`src/rtl/trap_pkg.sv`:
```
package trap_pkg;

    localparam int XLEN    = 32;
    localparam int RIDX_W  = 5;
    localparam int NCAUSE  = 4;

    // status word bit positions (saved copies sit one above the live bits)
    localparam int MSR_IE  = 1;
    localparam int MSR_BIP = 3;
    localparam int MSR_EIP = 9;
    localparam int MSR_UM  = 11;
    localparam int MSR_UMS = 12;
    localparam int MSR_VM  = 13;
    localparam int MSR_VMS = 14;

    // exception status word bit positions
    localparam int ESR_DS    = 12;
    localparam int ESR_STORE = 10;

    // link register indices per cause
    localparam logic [RIDX_W-1:0] LNK_IRQ = RIDX_W'(14);
    localparam logic [RIDX_W-1:0] LNK_BRK = RIDX_W'(16);
    localparam logic [RIDX_W-1:0] LNK_EXC = RIDX_W'(17);

    // encoding doubles as priority: larger value wins
    typedef enum logic [1:0] {
        CAUSE_IRQ   = 2'd0,
        CAUSE_BRK   = 2'd1,
        CAUSE_HWEXC = 2'd2,
        CAUSE_MMU   = 2'd3
    } cause_e;

    typedef enum logic [1:0] {
        ST_RUN        = 2'd0,
        ST_MMU_SETTLE = 2'd1,
        ST_HALT       = 2'd2
    } ctl_state_e;

    typedef enum logic [1:0] {
        ACC_LOAD  = 2'd0,
        ACC_STORE = 2'd1,
        ACC_FETCH = 2'd2
    } acc_e;

    typedef struct packed {
        cause_e              cause;
        logic [XLEN-1:0]     pc;
        logic [RIDX_W-1:0]   lidx;
        logic [XLEN-1:0]     lval;
        logic [XLEN-1:0]     msr;
        logic                esr_we;
        logic [XLEN-1:0]     esr;
        logic                btr_we;
        logic [XLEN-1:0]     btr;
    } frame_t;

endpackage

```
`src/rtl/trap_arbiter.sv`:
```
module trap_arbiter
    import trap_pkg::*;
(
    input  logic   allow,
    input  logic   cfg_exc_en,
    input  logic   req_irq,
    input  logic   req_brk,
    input  logic   req_hwexc,
    input  logic   req_mmu,
    input  logic   st_ie,
    input  logic   st_eip,
    input  logic   st_bip,
    input  logic   flag_ds,
    input  logic   flag_imm,
    output logic   take,
    output cause_e cause
);

    logic [NCAUSE-1:0] live;

    always_comb begin
        live              = '0;
        live[CAUSE_IRQ]   = req_irq & st_ie & ~st_eip & ~st_bip
                            & ~flag_ds & ~flag_imm;
        live[CAUSE_BRK]   = req_brk;
        live[CAUSE_HWEXC] = req_hwexc & cfg_exc_en;
        live[CAUSE_MMU]   = req_mmu;
    end

    // later (higher-valued) causes override earlier ones
    always_comb begin
        take  = allow & (|live);
        cause = CAUSE_IRQ;
        for (int i = 0; i < NCAUSE; i++) begin
            if (live[i]) cause = cause_e'(i[1:0]);
        end
    end

endmodule

```
`src/rtl/trap_frame_calc.sv`:
```
module trap_frame_calc
    import trap_pkg::*;
#(
    parameter logic [XLEN-1:0] OFS_IRQ = 32'h10,
    parameter logic [XLEN-1:0] OFS_BRK = 32'h18,
    parameter logic [XLEN-1:0] OFS_EXC = 32'h20
)(
    input  cause_e          cause,
    input  logic [XLEN-1:0] cfg_base,
    input  logic [XLEN-1:0] cur_pc,
    input  logic [XLEN-1:0] cur_msr,
    input  logic [XLEN-1:0] cur_esr,
    input  logic            flag_ds,
    input  logic            flag_imm,
    input  logic            flag_bimm,
    input  logic [XLEN-1:0] br_target,
    input  logic            mmu_miss,
    input  logic [1:0]      mmu_acc,
    output frame_t          frm
);

    localparam logic [XLEN-1:0] STEP  = XLEN'(4);
    localparam logic [XLEN-1:0] STEP2 = XLEN'(8);
    localparam logic [XLEN-1:0] SYN_BASE = XLEN'(16);

    logic [XLEN-1:0] rewind_pc;
    logic [XLEN-1:0] syndrome;
    logic            is_fetch;
    logic            is_store;
    logic [XLEN-1:0] msr_w;

    assign is_fetch = (mmu_acc == ACC_FETCH);
    assign is_store = (mmu_acc == ACC_STORE);

    // restart point for a faulting access
    always_comb begin
        if (flag_ds)
            rewind_pc = flag_bimm ? (cur_pc - STEP2) : (cur_pc - STEP);
        else if (flag_imm)
            rewind_pc = cur_pc - STEP;
        else
            rewind_pc = cur_pc;
    end

    always_comb begin
        syndrome           = SYN_BASE;
        syndrome[1]        = mmu_miss;
        syndrome[0]        = is_fetch;
        syndrome[ESR_STORE] = is_store;
        syndrome[ESR_DS]   = flag_ds;
    end

    always_comb begin
        msr_w      = cur_msr;
        frm.cause  = cause;
        frm.pc     = cfg_base + OFS_EXC;
        frm.lidx   = LNK_EXC;
        frm.lval   = cur_pc;
        frm.esr_we = 1'b0;
        frm.esr    = '0;
        frm.btr_we = 1'b0;
        frm.btr    = '0;
        unique case (cause)
            CAUSE_IRQ: begin
                msr_w[MSR_IE] = 1'b0;
                frm.pc        = cfg_base + OFS_IRQ;
                frm.lidx      = LNK_IRQ;
                frm.lval      = cur_pc;
            end
            CAUSE_BRK: begin
                msr_w[MSR_BIP] = 1'b1;
                frm.pc         = cfg_base + OFS_BRK;
                frm.lidx       = LNK_BRK;
                frm.lval       = cur_pc;
            end
            CAUSE_HWEXC: begin
                msr_w[MSR_EIP]   = 1'b1;
                frm.lval         = cur_pc + STEP;
                frm.esr_we       = 1'b1;
                frm.esr          = cur_esr;
                frm.esr[ESR_DS]  = flag_ds;
                frm.btr_we       = flag_ds;
                frm.btr          = flag_ds ? br_target : '0;
            end
            CAUSE_MMU: begin
                msr_w[MSR_EIP] = 1'b1;
                frm.lval       = rewind_pc;
                frm.esr_we     = 1'b1;
                frm.esr        = syndrome;
                frm.btr_we     = flag_ds;
                frm.btr        = flag_ds ? br_target : '0;
            end
        endcase
        // save the mode bits into their shadow copies, then drop them
        msr_w[MSR_UMS] = msr_w[MSR_UM];
        msr_w[MSR_VMS] = msr_w[MSR_VM];
        msr_w[MSR_UM]  = 1'b0;
        msr_w[MSR_VM]  = 1'b0;
        frm.msr        = msr_w;
    end

endmodule

```
`src/rtl/trap_entry_ctrl.sv`:
```
module trap_entry_ctrl
    import trap_pkg::*;
#(
    parameter logic [XLEN-1:0] OFS_IRQ = 32'h10,
    parameter logic [XLEN-1:0] OFS_BRK = 32'h18,
    parameter logic [XLEN-1:0] OFS_EXC = 32'h20
)(
    input  logic              clk,
    input  logic              rst_n,
    input  logic [XLEN-1:0]   cfg_base,
    input  logic              cfg_exc_en,
    input  logic              req_irq,
    input  logic              req_brk,
    input  logic              req_hwexc,
    input  logic              req_mmu,
    input  logic              mmu_miss,
    input  logic [1:0]        mmu_acc,
    input  logic [XLEN-1:0]   cur_pc,
    input  logic [XLEN-1:0]   cur_msr,
    input  logic [XLEN-1:0]   cur_esr,
    input  logic              flag_ds,
    input  logic              flag_imm,
    input  logic              flag_bimm,
    input  logic [XLEN-1:0]   br_target,
    output logic              ent_valid,
    output logic [1:0]        ent_cause,
    output logic [XLEN-1:0]   nxt_pc,
    output logic [RIDX_W-1:0] lnk_idx,
    output logic [XLEN-1:0]   lnk_val,
    output logic [XLEN-1:0]   nxt_msr,
    output logic              esr_we,
    output logic [XLEN-1:0]   nxt_esr,
    output logic              btr_we,
    output logic [XLEN-1:0]   btr_val,
    output logic              flags_clr,
    output logic              resv_clr,
    output logic              fatal
);

    ctl_state_e state_q, state_d;
    logic       take;
    cause_e     win;
    frame_t     frm;
    frame_t     frame_q;
    logic       valid_q;

    trap_arbiter u_arb (
        .allow      (state_q == ST_RUN),
        .cfg_exc_en (cfg_exc_en),
        .req_irq    (req_irq),
        .req_brk    (req_brk),
        .req_hwexc  (req_hwexc),
        .req_mmu    (req_mmu),
        .st_ie      (cur_msr[MSR_IE]),
        .st_eip     (cur_msr[MSR_EIP]),
        .st_bip     (cur_msr[MSR_BIP]),
        .flag_ds    (flag_ds),
        .flag_imm   (flag_imm),
        .take       (take),
        .cause      (win)
    );

    trap_frame_calc #(
        .OFS_IRQ (OFS_IRQ),
        .OFS_BRK (OFS_BRK),
        .OFS_EXC (OFS_EXC)
    ) u_calc (
        .cause     (win),
        .cfg_base  (cfg_base),
        .cur_pc    (cur_pc),
        .cur_msr   (cur_msr),
        .cur_esr   (cur_esr),
        .flag_ds   (flag_ds),
        .flag_imm  (flag_imm),
        .flag_bimm (flag_bimm),
        .br_target (br_target),
        .mmu_miss  (mmu_miss),
        .mmu_acc   (mmu_acc),
        .frm       (frm)
    );

    // next-state decision
    always_comb begin
        state_d = state_q;
        unique case (state_q)
            ST_RUN:        if (take && win == CAUSE_MMU) state_d = ST_MMU_SETTLE;
            ST_MMU_SETTLE: state_d = req_mmu ? ST_HALT : ST_RUN;
            ST_HALT:       state_d = ST_HALT;
            default:       state_d = ST_RUN;
        endcase
    end

    // state register
    always_ff @(posedge clk) begin
        if (!rst_n) state_q <= ST_RUN;
        else        state_q <= state_d;
    end

    // entry frame register
    always_ff @(posedge clk) begin
        if (!rst_n) begin
            valid_q <= 1'b0;
            frame_q <= '0;
        end else begin
            valid_q <= take;
            if (take) frame_q <= frm;
        end
    end

    assign ent_valid = valid_q;
    assign ent_cause = frame_q.cause;
    assign nxt_pc    = frame_q.pc;
    assign lnk_idx   = frame_q.lidx;
    assign lnk_val   = frame_q.lval;
    assign nxt_msr   = frame_q.msr;
    assign esr_we    = valid_q & frame_q.esr_we;
    assign nxt_esr   = frame_q.esr;
    assign btr_we    = valid_q & frame_q.btr_we;
    assign btr_val   = frame_q.btr;
    assign flags_clr = valid_q;
    assign resv_clr  = valid_q;
    assign fatal     = (state_q == ST_HALT);

endmodule

```
`config.mk`:
```
export PLATFORM = sky130hd
export DESIGN_NAME = trap_entry_ctrl
export DESIGN_NICKNAME = d
export VERILOG_FILES = /design/src/rtl/trap_pkg.sv /design/src/rtl/trap_arbiter.sv /design/src/rtl/trap_frame_calc.sv /design/src/rtl/trap_entry_ctrl.sv
export SDC_FILE = /design/constraint.sdc
export NUM_CORES = 1
export LEC_CHECK = 0
export BUFFER_PORTS_ARGS = -buffer_cell sky130_fd_sc_hd__clkbuf_2
export CAP_MARGIN = 20
export CORE_AREA = 2 2 134 136
export DETAILED_ROUTE_END_ITERATION = 6
export DIE_AREA = 0 0 136 138
export HOLD_SLACK_MARGIN = 0.08
export PLACE_DENSITY_LB_ADDON = 0.05
export SETUP_SLACK_MARGIN = 0.4
export SKIP_LAST_GASP = 1
export SLEW_MARGIN = 40
export SYNTH_ARGS = -nofsm -noshare
export SYNTH_HDL_FRONTEND = slang
export SYNTH_SLANG_ARGS = --single-unit
```
`constraint.sdc`:
```
create_clock -name clk -period 2.53 [get_ports clk]
set_clock_uncertainty 0.05 [all_clocks]
set_input_delay 0.1265 -clock clk [delete_from_list [all_inputs] [get_ports clk]]
set_output_delay 0.1265 -clock clk [all_outputs]
set_load 0.05 [all_outputs]
```
==> impl_metrics.yaml <==
die:
  die_x_um: 136
  initial_core_util: 0.474
  dieHeight_um: 138
  io_pins: 346
  rows: 49
  die_area_um2: 18800
  design.core.area_um2: 17500
finish:
  drive_gt1_frac: 0.303
  fin_cells: 1705
  final_cell_mix: "clkbuf_2, dfxtp_1, nand2_1"
  nNetsFinal: 1644
  num_antenna_cells: 0
  layout_commonest_cell: "clkbuf_2"
  fin_area_um2: 12300
  fillers: 1448
  synthToLayoutAreaGrowth_pct: 47.9
yosys:
  postSynthAreaPerCell_um2: 8.09
  ys_seq_area_frac: 0.398
  synth.distinct_cells: 74
  syn_inst: 1027
  synth_ff_type: "dfxtp_1"
  syn_area_um2: 8310
  synth_edf_count: 0
  synth-seq-cells: 165
  synthArstFlopShare: 0
  ys_warn_count: 0
clock_network:
  htreeDepth: 4
  clockBufferDepth: 2
  cts.sinks: 165
  cts_root_buf: "clkbuf_16"
  cts_tree: "done"
  clk-insertion-delay-late_ns: 0.43
  tritoncts.num_buffers: 17
  path_clk_slew_ns: 0.07
setup_path:
  cp_top_family: "simple AND/OR/NAND/NOR gates"
  slowest_stage: "dlygate4sd3_1"
  r2r-start: "state_q[1]"
  crit_path_max_incr_delay_ns: 0.53
  crit_path_end_kind: "flop"
  reg2reg_slack_ns: 0.55
  worst-path-max-fanout: 7
  path_buf_inv: 2
  rr_worst_depth: 7
  r2r-end: "lnk_val[21]"
  cp.arrival_ns: 2.39
  path_cells: "dlygate4sd3_1 -> buf_2 -> nand4_1 -> or3_4 -> or3_1 -> o21ai_1 -> a31oi_1 -> a211oi_2"
  critPathKind: "input port to flop"
  critPathRequiredTime_ns: 2.83
  startpoint_type: "input port"
sta:
  min_period_over_period: 0.826
  min_period_ns: 2.09
  slew_headroom: 0.524
  whs_ns: 0.0863
  setup_violations: 0
  slew_violations: 0
  hold_viol: 0
  worstMarginPinSlew_ns: 0.714
  timing.fmax_mhz: 478
  rsz0062_at_grt: "true"
  fin_tns_setup_ns: 0
worst_hold_path:
  holdCritPathClass: "input port to flop"
  worstHoldStart: "cur_pc[2]"
  hold-path-endpoint: "lnk_val[2]"
  worstHoldPathCells: 4
pwr:
  pwr_density_cell_nw_per_um2: 626
  peakVddDrop_mv: 0.512
  leakage_uw: 0.00537
  p_total_uw: 7690
place:
  dp_cells: 1536
  place_area_um2: 10200
  dpl.hpwl_mm: 20.3
  place_congestion: 0.921
  numPortBuffers: 340
drt:
  routedWlPerCell_um: 17.7
  viasPerCell: 5.65
  drt_iter0_drc: 806
  vias: 9627
  ant_nets: 0
  drt-total-wl_mm: 30.1
  drc: 0
  dr.pass1.iters: 6
global_routing:
  grt_usage: 0.316
  grt_max_degree: 68
  antenna_found_initial: 0
  grt_pass1_vias: 9389
  grt_pass1_wl_mm: 47.9
  grt-ovfl-total: 0
job:
  maxCapViolCount: 0
status:
  outcome: "completed"
[layer usage]
layer | up-vias | share of wire | global-route usage
met3 | 89 | 0.076 | 0.0755
met1 | 4489 | 0.40 | 0.383
met2 | 468 | 0.48 | 0.532
met4 | 0 | 0.038 | 0.134
li1 | 4581 | - | -
met5 | - | 0 | 0
[how the worst max path moves through the flow]
stage	depth (start not counted)	slack (ns)	end	startpoint
after floorplan	8	0.57	nxt_msr[0]	state_q[1]
after global placement	8	0.35	lnk_val[26]	cur_pc[3]
after detailed placement	8	0.29	lnk_val[20]	cur_pc[3]
after CTS	8	0.41	lnk_val[23]	cur_pc[10]
after global routing	8	0.35	nxt_pc[25]	cfg_base[9]
final	8	0.44	nxt_pc[30]	cfg_base[21]
[power breakdown]
group | switching, uW | internal [uW]
Sequential | 109 | 2790
Clock | 1210 | 1510
Combinational | 1430 | 642
Total | 2750 | 4940
[final cells by class]
cell class	instances	area (um^2)	share of cell area
tap	229	287	0.0233
multi-input combinational	758	4710	0.384
inverter	15	57.6	0.00468
timing repair buffer	506	3320	0.270
sequential	165	3300	0.269
clock buffer	18	429	0.0349
clock inverter	14	181	0.0148
[repair_timing]
item	4_1_cts	5_1_grt
endpoints found under the setup margin	1	20
gates cloned	0	0
gates resized for setup	1	31
hold endpoints to repair	133	0
hold buffers	136	0
pin swaps	0	6
buffers inserted	0	1
[flip-flops by register name (all words and copies together) (netlist names)]
name,cells
lnk_val,32
lnk_idx,3
nxt_esr,32
ent_valid,1
nxt_pc,32
btr_val,32
nxt_msr,30
state_q,2
ent_cause,1
[cells in the mapped netlist, drive strengths merged, types with 29 or more instances]
library cell / n / share of area
nand4: 31 / 0.024
a22oi: 39 / 0.035
nand3: 30 / 0.018
o21ai: 47 / 0.028
buf: 37 / 0.025
a21oi: 73 / 0.044
dfxtp: 165 / 0.40
nor2: 89 / 0.040
clkbuf: 53 / 0.024
a22o: 29 / 0.031
xnor2: 33 / 0.035
nor3: 42 / 0.028
nand2: 145 / 0.066
[cells by family after synthesis]
| group | Yosys count | share of synthesized area |
|---|---|---|
| simple gates | 411 | 0.242 |
| compound gates | 272 | 0.222 |
| flops | 165 | 0.398 |
| buf+inv | 105 | 0.0562 |
| xor+xnor | 60 | 0.0633 |
| fa+ha+maj | 8 | 0.0121 |
| mux | 5 | 0.00633 |
| other cells | 1 | 0.000451 |
[metrics by stage]
stage	setup slack [ns]	util
after floorplan	0.565	-
after global placement	0.345	0.580
after detailed placement	0.285	0.580
after CTS	0.414	0.693
after global routing	0.355	0.701
final	0.440	0.701
[worst reg2reg max path, cell delays in order, from the launching register on]
cell       delay, ns
dfxtp_1         0.36
nor4_4          0.36
o2bb2ai_4       0.17
buf_4           0.24
nor2_2          0.04
buf_4           0.26
a22oi_1         0.25
o21ai_0         0.12
Note: power is estimated with default switching activity, not from simulation.
